[src/rtl/bpwm_pkg.sv]
package bpwm_pkg;

  typedef enum logic [1:0] {
    MODE_SINGLE  = 2'b00,
    MODE_HALF    = 2'b01,
    MODE_FULL    = 2'b10,
    MODE_FULL_B  = 2'b11
  } bpwm_mode_e;

  // Strobes passed from control to datapath
  typedef struct packed {
    logic load;    // period boundary: latch pending duty
    logic active;  // generator running, lines may be driven
  } bpwm_strobe_t;

endpackage

[src/rtl/bpwm_ctrl.sv]
module bpwm_ctrl
  import bpwm_pkg::*;
#(
  parameter int PER_W = 8,
  parameter int SUB_W = 2
) (
  input  logic             clk,
  input  logic             rst_n,
  input  logic             enable,
  input  logic [1:0]       modeIn,
  input  logic             reverseIn,
  input  logic [PER_W-1:0] period,
  output logic [PER_W-1:0] perCnt,
  output logic [SUB_W-1:0] subCnt,
  output bpwm_strobe_t     strb,
  output bpwm_mode_e       activeMode,
  output logic             activeRev,
  output logic             periodStart
);

  localparam logic [SUB_W-1:0] SUB_LAST = {SUB_W{1'b1}};

  logic subLast;
  logic periodEnd;
  logic running;

  assign subLast   = (subCnt == SUB_LAST);
  // >= also recovers when the period register is lowered mid-period
  assign periodEnd = subLast && (perCnt >= period);

  always_ff @(posedge clk or negedge rst_n) begin
    if (!rst_n) begin
      subCnt <= '0;
      perCnt <= '0;
    end else begin
      subCnt <= subCnt + 1'b1;
      if (subLast) begin
        if (periodEnd) perCnt <= '0;
        else           perCnt <= perCnt + 1'b1;
      end
    end
  end

  always_ff @(posedge clk or negedge rst_n) begin
    if (!rst_n) begin
      running     <= 1'b0;
      periodStart <= 1'b0;
      activeMode  <= MODE_SINGLE;
      activeRev   <= 1'b0;
    end else begin
      periodStart <= enable && periodEnd;
      if (!enable)        running <= 1'b0;
      else if (periodEnd) running <= 1'b1;
      if (periodEnd) begin
        activeMode <= bpwm_mode_e'(modeIn);
        activeRev  <= reverseIn;
      end
    end
  end

  assign strb.load   = periodEnd;
  assign strb.active = running;

  a_r1_strobe_pulse: assert property (@(posedge clk) disable iff (!rst_n)
    periodStart |=> !periodStart);

  a_r1_upper_steps_on_wrap: assert property (@(posedge clk) disable iff (!rst_n)
    !subLast |=> $stable(perCnt));

  a_r5_start_on_boundary: assert property (@(posedge clk) disable iff (!rst_n)
    $rose(running) |-> periodStart);

  a_r11_mode_hold: assert property (@(posedge clk) disable iff (!rst_n)
    !periodEnd |=> ($stable(activeMode) && $stable(activeRev)));

endmodule

[src/rtl/bpwm_datapath.sv]
module bpwm_datapath
  import bpwm_pkg::*;
#(
  parameter int PER_W = 8,
  parameter int SUB_W = 2,
  parameter int DB_W  = 4,
  parameter int LINES = 4
) (
  input  logic                   clk,
  input  logic                   rst_n,
  input  bpwm_strobe_t           strb,
  input  logic [PER_W-1:0]       perCnt,
  input  logic [SUB_W-1:0]       subCnt,
  input  logic [PER_W+SUB_W-1:0] duty,
  input  logic [DB_W-1:0]        deadBand,
  input  bpwm_mode_e             activeMode,
  input  logic                   activeRev,
  input  logic [LINES-1:0]       polarity,
  output logic [LINES-1:0]       drive
);

  localparam int DUTY_W = PER_W + SUB_W;

  logic [DUTY_W-1:0] dutyShadow;
  logic [DUTY_W-1:0] timeBase;
  logic              pwmQ;
  logic              hbRaw;
  logic [DB_W-1:0]   dbCnt;
  logic              dbIdle;
  logic [LINES-1:0]  drv;

  assign timeBase = {perCnt, subCnt};
  assign dbIdle   = (dbCnt == '0);

  // Shadow duty register, refreshed only at a period boundary
  always_ff @(posedge clk or negedge rst_n) begin
    if (!rst_n)         dutyShadow <= '0;
    else if (strb.load) dutyShadow <= duty;
  end

  // Comparator: active from period start until the time base reaches duty
  always_ff @(posedge clk or negedge rst_n) begin
    if (!rst_n) pwmQ <= 1'b0;
    else        pwmQ <= strb.active && (timeBase < dutyShadow);
  end

  // Dead-band timer restarts on every waveform edge
  always_ff @(posedge clk or negedge rst_n) begin
    if (!rst_n) begin
      hbRaw <= 1'b0;
      dbCnt <= '0;
    end else begin
      hbRaw <= pwmQ;
      if (pwmQ != hbRaw) dbCnt <= deadBand;
      else if (!dbIdle)  dbCnt <= dbCnt - 1'b1;
    end
  end

  // Output steering
  always_comb begin
    drv = '0;
    if (strb.active) begin
      unique case (activeMode)
        MODE_SINGLE: drv[0] = hbRaw;
        MODE_HALF: begin
          drv[0] = hbRaw && dbIdle;
          drv[1] = !hbRaw && dbIdle;
        end
        default: begin
          if (!activeRev) begin
            drv[0] = 1'b1;
            drv[3] = hbRaw;
          end else begin
            drv[2] = 1'b1;
            drv[1] = hbRaw;
          end
        end
      endcase
    end
  end

  genvar gi;
  generate
    for (gi = 0; gi < LINES; gi++) begin : g_pol
      assign drive[gi] = drv[gi] ^ polarity[gi];
    end
  endgenerate

  a_r4_shadow_hold: assert property (@(posedge clk) disable iff (!rst_n)
    !strb.load |=> $stable(dutyShadow));

  a_r7_no_overlap: assert property (@(posedge clk) disable iff (!rst_n)
    (activeMode == MODE_HALF) |-> !(drv[0] && drv[1]));

  a_r5_idle_quiet: assert property (@(posedge clk) disable iff (!rst_n)
    !strb.active |-> (drv == '0));

  a_r6_single_only_a: assert property (@(posedge clk) disable iff (!rst_n)
    (activeMode == MODE_SINGLE) |-> (drv[LINES-1:1] == '0));

  a_r3_zero_duty_quiet: assert property (@(posedge clk) disable iff (!rst_n)
    (dutyShadow == '0) |=> !pwmQ);

endmodule

[src/rtl/bpwm_bridge.sv]
module bpwm_bridge
  import bpwm_pkg::*;
#(
  parameter int PER_W = 8,
  parameter int SUB_W = 2,
  parameter int DB_W  = 4
) (
  input  logic                   clk,
  input  logic                   rst_n,
  input  logic                   enable,
  input  logic [1:0]             mode,
  input  logic                   reverse,
  input  logic [3:0]             polarity,
  input  logic [PER_W-1:0]       period,
  input  logic [PER_W+SUB_W-1:0] duty,
  input  logic [DB_W-1:0]        deadBand,
  output logic [3:0]             drive,
  output logic                   periodStart
);

  logic [PER_W-1:0] perCnt;
  logic [SUB_W-1:0] subCnt;
  bpwm_strobe_t     strb;
  bpwm_mode_e       activeMode;
  logic             activeRev;

  bpwm_ctrl #(.PER_W(PER_W), .SUB_W(SUB_W)) u_ctrl (
    .clk        (clk),
    .rst_n      (rst_n),
    .enable     (enable),
    .modeIn     (mode),
    .reverseIn  (reverse),
    .period     (period),
    .perCnt     (perCnt),
    .subCnt     (subCnt),
    .strb       (strb),
    .activeMode (activeMode),
    .activeRev  (activeRev),
    .periodStart(periodStart)
  );

  bpwm_datapath #(.PER_W(PER_W), .SUB_W(SUB_W), .DB_W(DB_W), .LINES(4)) u_dp (
    .clk        (clk),
    .rst_n      (rst_n),
    .strb       (strb),
    .perCnt     (perCnt),
    .subCnt     (subCnt),
    .duty       (duty),
    .deadBand   (deadBand),
    .activeMode (activeMode),
    .activeRev  (activeRev),
    .polarity   (polarity),
    .drive      (drive)
  );

endmodule

[config.mk]
export PLATFORM = sky130hd
export DESIGN_NAME = bpwm_bridge
export DESIGN_NICKNAME = d
export VERILOG_FILES = /design/src/rtl/bpwm_pkg.sv /design/src/rtl/bpwm_ctrl.sv /design/src/rtl/bpwm_datapath.sv /design/src/rtl/bpwm_bridge.sv
export SDC_FILE = /design/constraint.sdc
export NUM_CORES = 1
export LEC_CHECK = 0
export BUFFER_PORTS_ARGS = -buffer_cell sky130_fd_sc_hd__buf_2
export CORE_ASPECT_RATIO = 1.4
export CORE_MARGIN = 3
export CORE_UTILIZATION = 50
export CTS_CLUSTER_DIAMETER = 150
export DETAILED_ROUTE_END_ITERATION = 6
export PLACE_DENSITY = 0.84
export RECOVER_POWER = 50
export REMOVE_ABC_BUFFERS = 1
export SLEW_MARGIN = 20
export SYNTH_ARGS = -nofsm -noshare
export SYNTH_HDL_FRONTEND = slang
export SYNTH_SLANG_ARGS = --single-unit
[constraint.sdc]
create_clock -name clk -period 3.7 [get_ports clk]
set_input_delay 0.37 -clock clk [delete_from_list [all_inputs] [get_ports clk]]
set_output_delay 0.37 -clock clk [all_outputs]
set_load 0.1 [all_outputs]
==> out/results.ini <==
[run_status]
status=complete, but fails checks
violations=max-capacitance violations, max-slew violations

[floorplanning]
die_height_microns=78.0
rows=25
ios=37
core_sq_um=3470
die-width_microns=57.4
die-area_sq_um=4480
initial_core_util_pct=53.3

[worst_setup_path]
crit_type=reg2out
required_ns=3.33
crit_path_max_fanout=6
cp-end-kind=primary output
slowest_delay_ns=0.60
cpLargestDelayFamily=simple AND/OR/NAND/NOR gates
cp_slowest_cell=nor3b_1
crit_chain=inv_1 -> ha_1 -> nor3b_1 -> nand2_1 -> o31ai_1 -> nand2_1 -> xnor2_1 -> buf_2
cp.depth=8
cp_num_buf_inv=2
crit_start=u_dp.dbCnt[0]
reg2reg_to=u_ctrl.activeMode[1]
start_kind=flip-flop
worstPathArrival_ns=2.50
cp-endpoint=drive[1]
r2r_cells=8
cpMostUsedCell=nand2_1
rr_startpoint=u_ctrl.perCnt[0]
r2r_slack_ns=1.16

[clock_tree]
cts_sinks=31
cts_buffer_depth=2
clk-insertion-delay-late_ns=0.28
holdBufCountCts=0
root_buffer=clkbuf_8
cts_setup_buffers=0
cts_made_buffers=5
post_cts_resized=0
clk_pin_slew_ns=0.06
cts_tree=built
htreeDepth=2

[final_layout]
final_common_cell=buf_2
layout_common_cells=buf_2, dfrtp_1, inv_1
area_growth_pct=16.7
finalInstanceArea_sq_um=2160
diodes=0
drive_above_1_share_pct=23.1
layout.nets=277

[synthesis]
syn-instance-count=185
ys_seq_area_share_pct=41.9
yosysTopAreaCellShare_pct=41.9
synth.largest_area_cell=dfrtp_1
ys_seq_elements=31
synth_area_sq_um=1850
synth_cell_types=38
synth_area_leaders=dfrtp_1, ha_1, inv_1
ys_warn_count=0
synth.avg_cell_area_sq_um=10.0

[grt]
grt_use_total_pct=17.7
gr-total-overflow=0
grt_max_degree=32
antenna_found_initial=0
grt_pass1_wl_mm=6.15
grt_pass1_vias=1411

[job]
cap_violations=1

[detailed_routing]
routed_wl_mm=3.53
viasPerCell=5.47
drt-initial-drc-count=48
firstDrtPassIters=4
drt_drc_violations_left=0
ant_nets=0
num_vias=1450
routedWlPerCell_microns=13.3

[place]
place_ws_ns=1.12
place_congestion=0.793
placed_area_sq_um=2060
port_buffers=36
dp_hpwl_mm=2.72

[timing]
tightest_slew_ns=1.60
rsz0062_at_grt=no
fin_setup_tns_ns=0
slew_headroom_pct=-6.82
report.final.slew_viol_count=32
fin_skew_ns=0.00584
fin_hold_ws_ns=0.296
setup_violations=0
clock.fmax_mhz=349
period_share_pct=77.5
fin_crit_ns=2.87
timing.final.ws_setup_ns=0.831
hold_violations=0

[power_and_ir_drop]
max-vdd-ir-drop_uv=442
total_power_mw=1.42
leakage_nw=1.09
power.density_nw_per_um2=659

[hold_path]
hold_path.class=in2reg

[layer usage]
metal,GRT usage (%),wire length [microns]
met5,0,0
met4,6.96,48
met3,3.16,160
met2,31.1,1940
met1,20.8,1380
[stage by stage]
| stage | util [%] | instances |
|---|---|---|
| 6_report | 62.2 | 265 |
| 5_1_grt | 62.2 | 265 |
| 4_1_cts | 62.2 | 265 |
| 3_5_place_dp | 59.4 | 257 |
| 3_3_place_gp | 59.4 | 257 |
| 2_1_floorplan | - | 179 |
[cell usage after synthesis (all sizes together)]
cell     number
nor2          7
o211ai        2
o21ai        19
nor3b         1
or3           1
nand4b        1
a2111oi       1
and3          4
o2bb2ai       2
nand4         1
buf           5
nand2        11
a21oi         5
a211oi        1
and4          1
mux2          5
ha           21
nor4b         1
nor3          2
a211o         1
nand3b        3
mux2i         1
dfrtp        31
a21o          1
o31ai         3
nand2b        2
o21a          4
inv          22
xor2          3
xnor2         7
clkbuf        1
nand3        14
and2          1
[report_power, final]
group          switching [mW]  leakage [nW]  internal, mW  total [mW]
Clock                   0.118        0.0515         0.169       0.287
Sequential              0.104         0.389         0.466       0.571
Combinational           0.293         0.645         0.274       0.566
Total                   0.514          1.09         0.910        1.42
[cells by family (layout without fill, tap and decap cells)]
group,count (synthesis),count (layout),share of synthesized area [%]
simple gates,50,50,14.5
compound gates,39,39,13.9
flops,31,31,41.9
buf+inv,28,68,6.63
fa+ha+maj,21,21,14.2
xor+xnor,10,10,4.73
mux,6,6,4.19
[tightest hold or removal path: stages]
cell	delay, ns
buf_2	0.07
nand2_1	0.03
o21ai_0	0.06
[how the worst min path moves through the flow]
| stage | slack, ns | endpoint | start | cells past startpoint |
|---|---|---|---|---|
| 2_1_floorplan | 0.07 | u_ctrl.activeMode[0] | rst_n | 0 |
| 3_3_place_gp | 0.38 | u_dp.hbRaw | u_dp.pwmQ | 0 |
| 3_5_place_dp | 0.40 | u_dp.hbRaw | u_dp.pwmQ | 0 |
| 4_1_cts | 0.14 | u_ctrl.perCnt[7] | rst_n | 1 |
| 5_1_grt | 0.31 | u_ctrl.running | enable | 2 |
| 6_report | 0.30 | u_dp.dbCnt[3] | deadBand[3] | 3 |
[cell type report]
cell class,instances,area (sq um)
timing repair buffer,38,194
sequential,31,776
fill,312,1310
inverter,22,82.6
clock buffer,8,100
tap,40,50.0
multi-input combinational,126,957
[flip-flops by register name, summed over array words and instances (netlist names)]
register            cells
u_dp.dutyShadow        10
u_ctrl.perCnt           8
u_dp.dbCnt              4
u_ctrl.activeMode       2
u_ctrl.subCnt           2
u_ctrl.activeRev        1
u_ctrl.periodStart      1
u_ctrl.running          1
u_dp.hbRaw              1
u_dp.pwmQ               1
Note: power is estimated with default switching activity, not from simulation.
